**src/rtl/merr_pkg.sv**
```systemverilog
package merr_pkg;

    localparam int PID_W  = 4;
    localparam int CODE_W = 8;
    localparam int STAT_W = 5;

    localparam logic [CODE_W-1:0] CODE_CONTAINED   = 8'd94;
    localparam logic [CODE_W-1:0] CODE_UNCONTAINED = 8'd95;
    localparam logic [CODE_W-1:0] CODE_REC_OK      = 8'd63;
    localparam logic [CODE_W-1:0] CODE_REC_FAIL    = 8'd64;

    localparam int ST_RESET_PEND = 0;
    localparam int ST_REMAP_PEND = 1;
    localparam int ST_REMAP_FAIL = 2;
    localparam int ST_DRAIN      = 3;
    localparam int ST_SRAM_SVC   = 4;

    typedef struct packed {
        logic             valid;
        logic             contained;
        logic             partitioned;
        logic [PID_W-1:0] pid;
    } err_evt_t;

    typedef struct packed {
        logic [CODE_W-1:0] code;
        logic [PID_W-1:0]  pid;
    } log_entry_t;

    typedef struct packed {
        logic reset_pend;
        logic remap_pend;
        logic remap_fail;
        logic drain;
    } flags_t;

    function automatic log_entry_t err_entry(input err_evt_t e);
        log_entry_t r;
        r.code = e.contained ? CODE_CONTAINED : CODE_UNCONTAINED;
        r.pid  = e.pid;
        return r;
    endfunction

    function automatic log_entry_t rec_entry(input logic failed);
        log_entry_t r;
        r.code = failed ? CODE_REC_FAIL : CODE_REC_OK;
        r.pid  = '0;
        return r;
    endfunction

endpackage

```
**src/rtl/merr_flag_core.sv**
```systemverilog
module merr_flag_core
    import merr_pkg::*;
(
    input  logic     clk,
    input  logic     rst,
    input  err_evt_t evt,
    input  logic     rec_valid,
    input  logic     rec_fail,
    input  logic     dev_reset,
    input  logic     factory_clr,
    output flags_t   flags
);

    flags_t f_q;
    logic   set_reset, set_remap, set_drain, set_fail;

    always_comb begin
        set_reset = evt.valid && !evt.contained;
        set_remap = evt.valid && evt.contained;
        set_drain = evt.valid && evt.contained && evt.partitioned;
        set_fail  = rec_valid && rec_fail;
    end

    always_ff @(posedge clk) begin
        if (rst) begin
            f_q <= '0;
        end else begin
            if (set_reset)      f_q.reset_pend <= 1'b1;
            else if (dev_reset) f_q.reset_pend <= 1'b0;

            if (set_remap)      f_q.remap_pend <= 1'b1;
            else if (dev_reset) f_q.remap_pend <= 1'b0;

            if (set_drain)      f_q.drain <= 1'b1;
            else if (dev_reset) f_q.drain <= 1'b0;

            if (set_fail)         f_q.remap_fail <= 1'b1;
            else if (factory_clr) f_q.remap_fail <= 1'b0;
        end
    end

    assign flags = f_q;


    uncont_sets_reset_chk: assert property (@(posedge clk) disable iff (rst)
        (evt.valid && !evt.contained) |=> flags.reset_pend);


    reset_rise_cause_chk: assert property (@(posedge clk) disable iff (rst)
        $rose(flags.reset_pend) |-> $past(evt.valid && !evt.contained));


    drain_rise_cause_chk: assert property (@(posedge clk) disable iff (rst)
        $rose(flags.drain) |-> $past(evt.valid && evt.contained && evt.partitioned));


    dev_reset_clear_chk: assert property (@(posedge clk) disable iff (rst)
        (dev_reset && !evt.valid) |=> !(flags.reset_pend || flags.remap_pend || flags.drain));


    fail_persist_chk: assert property (@(posedge clk) disable iff (rst)
        !factory_clr |=> (flags.remap_fail || !$past(flags.remap_fail)));

endmodule

```
**src/rtl/merr_evt_log.sv**
```systemverilog
module merr_evt_log
    import merr_pkg::*;
#(
    parameter int DEPTH = 8
) (
    input  logic       clk,
    input  logic       rst,
    input  logic       push_a,
    input  log_entry_t data_a,
    input  logic       push_b,
    input  log_entry_t data_b,
    input  logic       pop,
    input  logic       clr_ovf,
    output logic       head_valid,
    output log_entry_t head,
    output logic       overflow
);

    localparam int AW = $clog2(DEPTH);
    localparam logic [AW:0] DEPTH_C = DEPTH[AW:0];

    log_entry_t    mem [DEPTH];
    logic [AW-1:0] wp_q, rp_q, wp_b;
    logic [AW:0]   cnt_q, free_slots;
    logic          acc_a, acc_b, pop_ok, drop, ovf_q;

    always_comb begin
        free_slots = DEPTH_C - cnt_q;
        acc_a      = push_a && (free_slots != '0);
        acc_b      = push_b && (free_slots > (acc_a ? (AW+1)'(1) : (AW+1)'(0)));
        drop       = (push_a && !acc_a) || (push_b && !acc_b);
        pop_ok     = pop && (cnt_q != '0);
        wp_b       = acc_a ? wp_q + AW'(1) : wp_q;
    end

    always_ff @(posedge clk) begin
        if (rst) begin
            for (int i = 0; i < DEPTH; i++) mem[i] <= '0;
        end else begin
            if (acc_a) mem[wp_q] <= data_a;
            if (acc_b) mem[wp_b] <= data_b;
        end
    end

    always_ff @(posedge clk) begin
        if (rst) begin
            wp_q  <= '0;
            rp_q  <= '0;
            cnt_q <= '0;
            ovf_q <= 1'b0;
        end else begin
            wp_q  <= wp_q + AW'(acc_a) + AW'(acc_b);
            if (pop_ok) rp_q <= rp_q + AW'(1);
            cnt_q <= cnt_q + (AW+1)'(acc_a) + (AW+1)'(acc_b) - (AW+1)'(pop_ok);
            if (drop)         ovf_q <= 1'b1;
            else if (clr_ovf) ovf_q <= 1'b0;
        end
    end

    assign head_valid = (cnt_q != '0);
    assign head       = mem[rp_q];
    assign overflow   = ovf_q;


    no_overflow_chk: assert property (@(posedge clk) disable iff (rst)
        cnt_q <= DEPTH_C);


    full_drop_chk: assert property (@(posedge clk) disable iff (rst)
        (cnt_q == DEPTH_C && (push_a || push_b)) |=> overflow);


    ovf_sticky_chk: assert property (@(posedge clk) disable iff (rst)
        (overflow && !clr_ovf) |=> overflow);

endmodule

```
**src/rtl/merr_sram_ctr.sv**
```systemverilog
module merr_sram_ctr #(
    parameter int CNT_W = 8,
    parameter int LIMIT = 4
) (
    input  logic             clk,
    input  logic             rst,
    input  logic             hit,
    input  logic             clr,
    output logic [CNT_W-1:0] count,
    output logic             service
);

    localparam logic [CNT_W-1:0] CNT_MAX = '1;
    localparam logic [CNT_W-1:0] LIM_C   = CNT_W'(LIMIT);

    logic [CNT_W-1:0] cnt_q;

    always_ff @(posedge clk) begin
        if (rst)                           cnt_q <= '0;
        else if (clr)                      cnt_q <= CNT_W'(hit);
        else if (hit && cnt_q != CNT_MAX)  cnt_q <= cnt_q + CNT_W'(1);
    end

    assign count   = cnt_q;
    assign service = cnt_q > LIM_C;


    svc_rise_chk: assert property (@(posedge clk) disable iff (rst)
        $rose(service) |-> ($past(cnt_q) == LIM_C));


    monotonic_chk: assert property (@(posedge clk) disable iff (rst)
        !clr |=> (cnt_q >= $past(cnt_q)));


    saturate_chk: assert property (@(posedge clk) disable iff (rst)
        (cnt_q == CNT_MAX && !clr) |=> (cnt_q == CNT_MAX));

endmodule

```
**src/rtl/merr_flag_unit.sv**
```systemverilog
module merr_flag_unit
    import merr_pkg::*;
#(
    parameter int LOG_DEPTH  = 8,
    parameter int SRAM_CNT_W = 8,
    parameter int SRAM_LIMIT = 4
) (
    input  logic                  clk,
    input  logic                  rst,
    input  logic                  evt_valid,
    input  logic                  evt_contained,
    input  logic                  evt_partitioned,
    input  logic [PID_W-1:0]      evt_pid,
    input  logic                  rec_valid,
    input  logic                  rec_fail,
    input  logic                  sram_uce,
    input  logic                  dev_reset,
    input  logic                  factory_clr,
    input  logic                  log_pop,
    output logic                  log_valid,
    output logic [CODE_W-1:0]     log_code,
    output logic [PID_W-1:0]      log_pid,
    output logic                  log_overflow,
    output logic                  flag_reset_pend,
    output logic                  flag_remap_pend,
    output logic                  flag_remap_fail,
    output logic                  flag_drain,
    output logic                  sram_service,
    output logic [SRAM_CNT_W-1:0] sram_count,
    output logic [STAT_W-1:0]     status_word
);

    err_evt_t   evt;
    flags_t     flags;
    log_entry_t head;

    always_comb begin
        evt.valid       = evt_valid;
        evt.contained   = evt_contained;
        evt.partitioned = evt_partitioned;
        evt.pid         = evt_pid;
    end

    merr_flag_core u_core (
        .clk         (clk),
        .rst         (rst),
        .evt         (evt),
        .rec_valid   (rec_valid),
        .rec_fail    (rec_fail),
        .dev_reset   (dev_reset),
        .factory_clr (factory_clr),
        .flags       (flags)
    );

    merr_evt_log #(.DEPTH(LOG_DEPTH)) u_log (
        .clk        (clk),
        .rst        (rst),
        .push_a     (evt_valid),
        .data_a     (err_entry(evt)),
        .push_b     (rec_valid),
        .data_b     (rec_entry(rec_fail)),
        .pop        (log_pop),
        .clr_ovf    (factory_clr),
        .head_valid (log_valid),
        .head       (head),
        .overflow   (log_overflow)
    );

    merr_sram_ctr #(.CNT_W(SRAM_CNT_W), .LIMIT(SRAM_LIMIT)) u_sram (
        .clk     (clk),
        .rst     (rst),
        .hit     (sram_uce),
        .clr     (factory_clr),
        .count   (sram_count),
        .service (sram_service)
    );

    assign log_code        = head.code;
    assign log_pid         = head.pid;
    assign flag_reset_pend = flags.reset_pend;
    assign flag_remap_pend = flags.remap_pend;
    assign flag_remap_fail = flags.remap_fail;
    assign flag_drain      = flags.drain;

    always_comb begin
        status_word                = '0;
        status_word[ST_RESET_PEND] = flags.reset_pend;
        status_word[ST_REMAP_PEND] = flags.remap_pend;
        status_word[ST_REMAP_FAIL] = flags.remap_fail;
        status_word[ST_DRAIN]      = flags.drain;
        status_word[ST_SRAM_SVC]   = sram_service;
    end

endmodule

```
**config.mk**
```make
export PLATFORM = sky130hd
export DESIGN_NAME = merr_flag_unit
export DESIGN_NICKNAME = d
export VERILOG_FILES = /design/src/rtl/merr_pkg.sv /design/src/rtl/merr_flag_core.sv /design/src/rtl/merr_evt_log.sv /design/src/rtl/merr_sram_ctr.sv /design/src/rtl/merr_flag_unit.sv
export SDC_FILE = /design/constraint.sdc
export NUM_CORES = 1
export LEC_CHECK = 0
export BUFFER_PORTS_ARGS = -buffer_cell sky130_fd_sc_hd__buf_2
export CAP_MARGIN = 40
export CORE_ASPECT_RATIO = 1.25
export CORE_MARGIN = 2
export CORE_UTILIZATION = 42
export DETAILED_ROUTE_END_ITERATION = 10
export MAX_ROUTING_LAYER = met4
export PLACE_DENSITY = 0.61
export SLEW_MARGIN = 10
export SYNTH_ARGS = -nofsm -noshare
export SYNTH_HDL_FRONTEND = slang
export SYNTH_SLANG_ARGS = --single-unit
```
**constraint.sdc**
```tcl
create_clock -name clk -period 4.3 [get_ports clk]
set_clock_uncertainty 0.1 [all_clocks]
set_input_delay 1.29 -clock clk [delete_from_list [all_inputs] [get_ports clk]]
set_output_delay 1.29 -clock clk [all_outputs]
set_load 0.005 [all_outputs]
```
Word level (Yosys, flattened, before mapping):

Memory sizes are Yosys's and may differ from the RTL's. A register that Yosys moved wholly into a read port is not among the register bits.
Index checks and enable logic that the tools add are counted.

* eq/ne operators: 1
* reductions and logical operators: 25
* magnitude comparators: 2
* multiplexer cells: 29
* add/subtract/negate cells: 9

Operators by type and width (count)
* $mux W11: 2
* $reduce_or A11 Y1: 2
* $mux W1: 21
* $mux W3: 5
* $reduce_bool A2 Y1: 6
* $logic_and A1 B1 Y1: 10
* $add A4 B1 Y4: 2
* $add A8 B1 Y8 const B: 1
* $gt A8 B3 Y1 const B: 1
* $ne A8 B8 Y1 const B: 1
* $reduce_bool A4 Y1: 2
* $mux W7: 1
* $add A3 B1 Y3: 2
* $add A3 B1 Y3 const B: 2
* $gt A4 B4 Y1: 1
* $sub A4 B1 Y4: 1
* $sub A4 B4 Y4 const A: 1
* $logic_not A1 Y1: 3
* $reduce_or A2 Y1: 1
* $logic_or A1 B1 Y1: 1

* memories: 1
* RAM bits: 88
* word-level logic and storage cells: 77
* register bits after elaboration: 23
* output and inout port bits: 32
* input bits: 15

Memory list
* u_log.mem: depth 8, bits a word 11, read ports 1, clocked after Yosys merged registers in 1, wr ports 8, RTL line merr_evt_log.sv:22 `log_entry_t mem [DEPTH];`

Logic depth before layout (Yosys ltp):

* depth in word-level cells: 11
* gate-level depth with buffers: 17
* mapped depth without buffers: 16

By module:

From an unflattened synthesis, not the netlist that was laid out.

* cells, all modules: 490
* area total of the unflattened synthesis: 6657.6 um^2

Modules (own cells, without submodules)
* merr_evt_log: instances 1, area each 5983.2 um^2, cells each 409, sequential area each 3163.0 um^2
* merr_sram_ctr: instances 1, area each 474.2 um^2, cells each 56, sequential area each 160.2 um^2
* merr_flag_core: instances 1, area each 147.6 um^2, cells each 16, sequential area each 80.1 um^2
* merr_flag_unit: instances 1, area each 52.6 um^2, cells each 9, sequential area each 0.0 um^2

Worst setup path before layout:

No wires, ideal clock.

* path type: input to register
* start: input port evt_valid
* end: register u_log.cnt_q[1]
* required time: 4.072 ns
* arrival time: 3.242 ns
* cell stages on the path: 11
* setup time: 0.128 ns
* setup slack: 0.830 ns
* path buffers: 1
* path through: o21ai_2 buf_6 inv_1 ha_1 o211a_1 nand2_1 nand2_1 fa_1 inv_1 fa_1 nor2b_1

* word-level cells in the longest chain between the ends: 6
* elaborated cells on any way between the ends: 7
* those cells by class: add/sub: 3; order compare: 1; mux: 1; reduce/logical: 2

RTL lines
* start, declared: RTL line merr_flag_unit.sv:10 `input logic evt_valid,`
* $logic_and A1 B1 Y1 (*): RTL line merr_evt_log.sv:29 `acc_a = push_a && (free_slots != '0);`
* $mux W1: RTL line merr_evt_log.sv:30 `acc_b = push_b && (free_slots > (acc_a ? (AW+1)'(1) : (AW+1)'(0)));`
* $gt A4 B4 Y1: RTL line merr_evt_log.sv:30
* $logic_and A1 B1 Y1: RTL line merr_evt_log.sv:30
* $add A4 B1 Y4 (*): RTL line merr_evt_log.sv:54 `cnt_q <= cnt_q + (AW+1)'(acc_a) + (AW+1)'(acc_b) - (AW+1)'(pop_ok);`
* $sub A4 B1 Y4 (*): RTL line merr_evt_log.sv:54
* end signal, assigned: RTL line merr_evt_log.sv:54
* end, declared: RTL line merr_evt_log.sv:24 `logic [AW:0] cnt_q, free_slots;`

Mark *: on every way between the ends. The rest lies on a longest branch, timed or not.
A chain may end at the register's enable or synchronous reset.

==> flow_summary.json <==
{
  "status": "finished clean",
  "ir_worst_vdd_mv": 0.300,
  "cts.sinks": 90,
  "routedWlPerCell_um": 17.8,
  "synth-edff-count": 32,
  "cts_post_setup_buffers_inserted": 0,
  "syn-num-nets": 481,
  "multi_input_area_um2": 2490,
  "cts_buffers": 9,
  "power_density_nw_per_um2": 577,
  "routed_wirelength_um": 11000,
  "tritoncts": "built",
  "die_area_um2": 12500,
  "synth_common_cells": "58 x dfxtp_1, 41 x a21oi_1, 39 x mux2i_1",
  "crit_type": "reg2out",
  "final-setup-viol-count": 0,
  "cp_max_fo": 16,
  "final_max_slew_viol_count": 0,
  "start_kind": "flip-flop",
  "layout_min_cycle_time_ns": 3.50,
  "drtIter0Drc": 272,
  "crit_arrival_ns": 2.11,
  "n_fill_cell": 1049,
  "r2r_setup_slack_ns": 0.81,
  "htreeDepth": 3,
  "grt_overflow": 0,
  "rsz0062_at_grt": "false",
  "dieWidth_um": 100,
  "worst_pin_slew_ns": 0.861,
  "relSlewSlack": 0.425,
  "io_pins": 47,
  "yosysTopAreaCell": "dfxtp_1",
  "vias": 3416,
  "final_layout_size_suffix_gt1_frac": 0.231,
  "yosysMostFrequentCell": "dfxtp_1",
  "antenna_cells": 0,
  "r2r-start": "u_log.cnt_q[0]$_SDFF_PP0_",
  "yosys_warnings": 0,
  "synthToLayoutAreaGrowth_pct": 11.3,
  "synth-async-reset-ratio": 0,
  "post-route-period-util": 0.813,
  "synth_top_area_frac": 0.239,
  "clk_latency_ns": 0.34,
  "start_util": 0.435,
  "root_buffer": "clkbuf_16",
  "timing.final.ws_setup_ns": 0.804,
  "hold_violations": 0,
  "max_freq_ghz": 0.286,
  "vias_per_cell": 5.55,
  "fin_area_um2": 5420,
  "grt.total_usage": 0.191,
  "dp_hpwl_um": 7610,
  "synth_area_um2": 4870,
  "port_buffers": 45,
  "pre_cts_ws_ns": 0.722,
  "die_h_um": 124,
  "first_global_vias": 3455,
  "ys_seq_area_frac": 0.436,
  "hold_path_class": "reg2reg",
  "grt_max_degree": 41,
  "gp_congestion": 0.856,
  "clk_path_buf_depth": 2,
  "max_cap_violations": 0,
  "synthCells": 450,
  "num_rows": 43,
  "p_leak_nw": 2.35,
  "ys_types": 52,
  "nets": 507,
  "avgSynthCellArea_um2": 10.8,
  "dr.pass1.iters": 7,
  "cp-end-kind": "output port",
  "cts_hold_buffers": 0,
  "drc": 0,
  "antenna_found_initial": 0,
  "final-seq-area_um2": 2120,
  "grt_pass1_wl_um": 18000,
  "clk_pin_slew_ns": 0.06,
  "setup-tns-final_ns": 0,
  "placed_area_um2": 5130,
  "cp.required_ns": 2.91,
  "synthTopCellsByArea": "dfxtp_1 24%, edfxtp_1 20%, mux2i_1 8.0%, mux4_2 7.4%, nor2b_1 4.8%",
  "ys_seq_elements": 90,
  "cts_resized": 0,
  "ys.flop_type": "dfxtp_1",
  "hold_start": "u_core.flags[1]$_SDFFE_PP0P_",
  "final_antenna_net_count": 0,
  "placeableCoreArea_um2": 11200
}
## flip-flops by register name, summed over array words and instances (netlist names), named ones only
signal / cells
u_core.flags: 4
u_log.cnt_q: 4
u_log.mem: 64
u_log.overflow: 1
u_log.rp_q: 3
u_log.wp_q: 3
u_sram.count: 8
## power breakdown
| group | leakage, nW | total (mW) | switching [mW] | internal [mW] |
|---|---|---|---|---|
| Combinational | 1.42 | 1.24 | 0.735 | 0.510 |
| Sequential | 0.805 | 1.11 | 0.0813 | 1.03 |
| Clock | 0.133 | 0.772 | 0.323 | 0.448 |
## layout make-up
class | instances | area share
multi-input cells | 305 | 0.460
flip-flops and latches | 90 | 0.392
repair buffers | 52 | 0.0513
clock buffers | 11 | 0.0430
well taps | 135 | 0.0312
inverters | 18 | 0.0125
clock inverters | 5 | 0.0102
## worst paths after layout
path                             endpoint  depth (start not counted)
min          u_core.flags[1]$_SDFFE_PP0P_                          2
min reg2reg  u_core.flags[1]$_SDFFE_PP0P_                          2
max                           log_code[1]                          3
max reg2reg     u_log.cnt_q[1]$_SDFF_PP0_                         14
## placed cells by master (no fill, tap or decap), types with 5 or more instances in the layout
| cell type | count |
|---|---|
| a21oi_1 | 41 |
| a221o_1 | 8 |
| buf_2 | 45 |
| buf_4 | 7 |
| clkbuf_16 | 9 |
| dfxtp_1 | 58 |
| edfxtp_1 | 32 |
| ha_1 | 13 |
| inv_1 | 17 |
| mux2_2 | 10 |
| mux2i_1 | 39 |
| mux4_2 | 16 |
| nand2_1 | 11 |
| nand3_1 | 6 |
| nor2_1 | 35 |
| nor2b_1 | 37 |
| o211ai_2 | 8 |
| o21ai_0 | 20 |
| o22ai_1 | 8 |
| xnor2_1 | 9 |
| xor2_1 | 5 |
## kinds of logic after synthesis
logic type / share of synthesized area
other: 0.000771
muxes: 0.186
buffers and inverters: 0.0530
DFF: 0.436
xor gates and xnor gates: 0.0309
AOI/OAI and AO/OA: 0.132
and+or+nand+nor: 0.115
adders and majority gates: 0.0458
## through the flow
step | hold slack [ns] | std cells | power [mW] | utilization
final | 0.390 | 616 | 3.13 | 0.484
after global routing | 0.441 | 616 | 3.33 | 0.484
after CTS | 0.393 | 616 | 3.15 | 0.484
after detailed placement | 0.388 | 600 | 2.38 | 0.458
after global placement | 0.377 | 600 | 2.35 | 0.458
after floorplan | 0.375 | 450 | 2.07 | -
## worst max-delay path, cell delays in order (launching register included)
cell,delay (ns)
dfxtp_1,0.88
mux4_2,0.44
mux2_2,0.30
buf_2,0.13
## routing by layer
layer | vias up | part of all wire | global-route usage
li1 | 1672 | - | -
met1 | 1642 | 0.45 | 0.239
met2 | 82 | 0.49 | 0.308
met3 | 20 | 0.040 | 0.0292
met4 | 0 | 0.026 | 0.0806
met5 | - | 0 | -
Note: power is estimated with default switching activity, not from simulation.
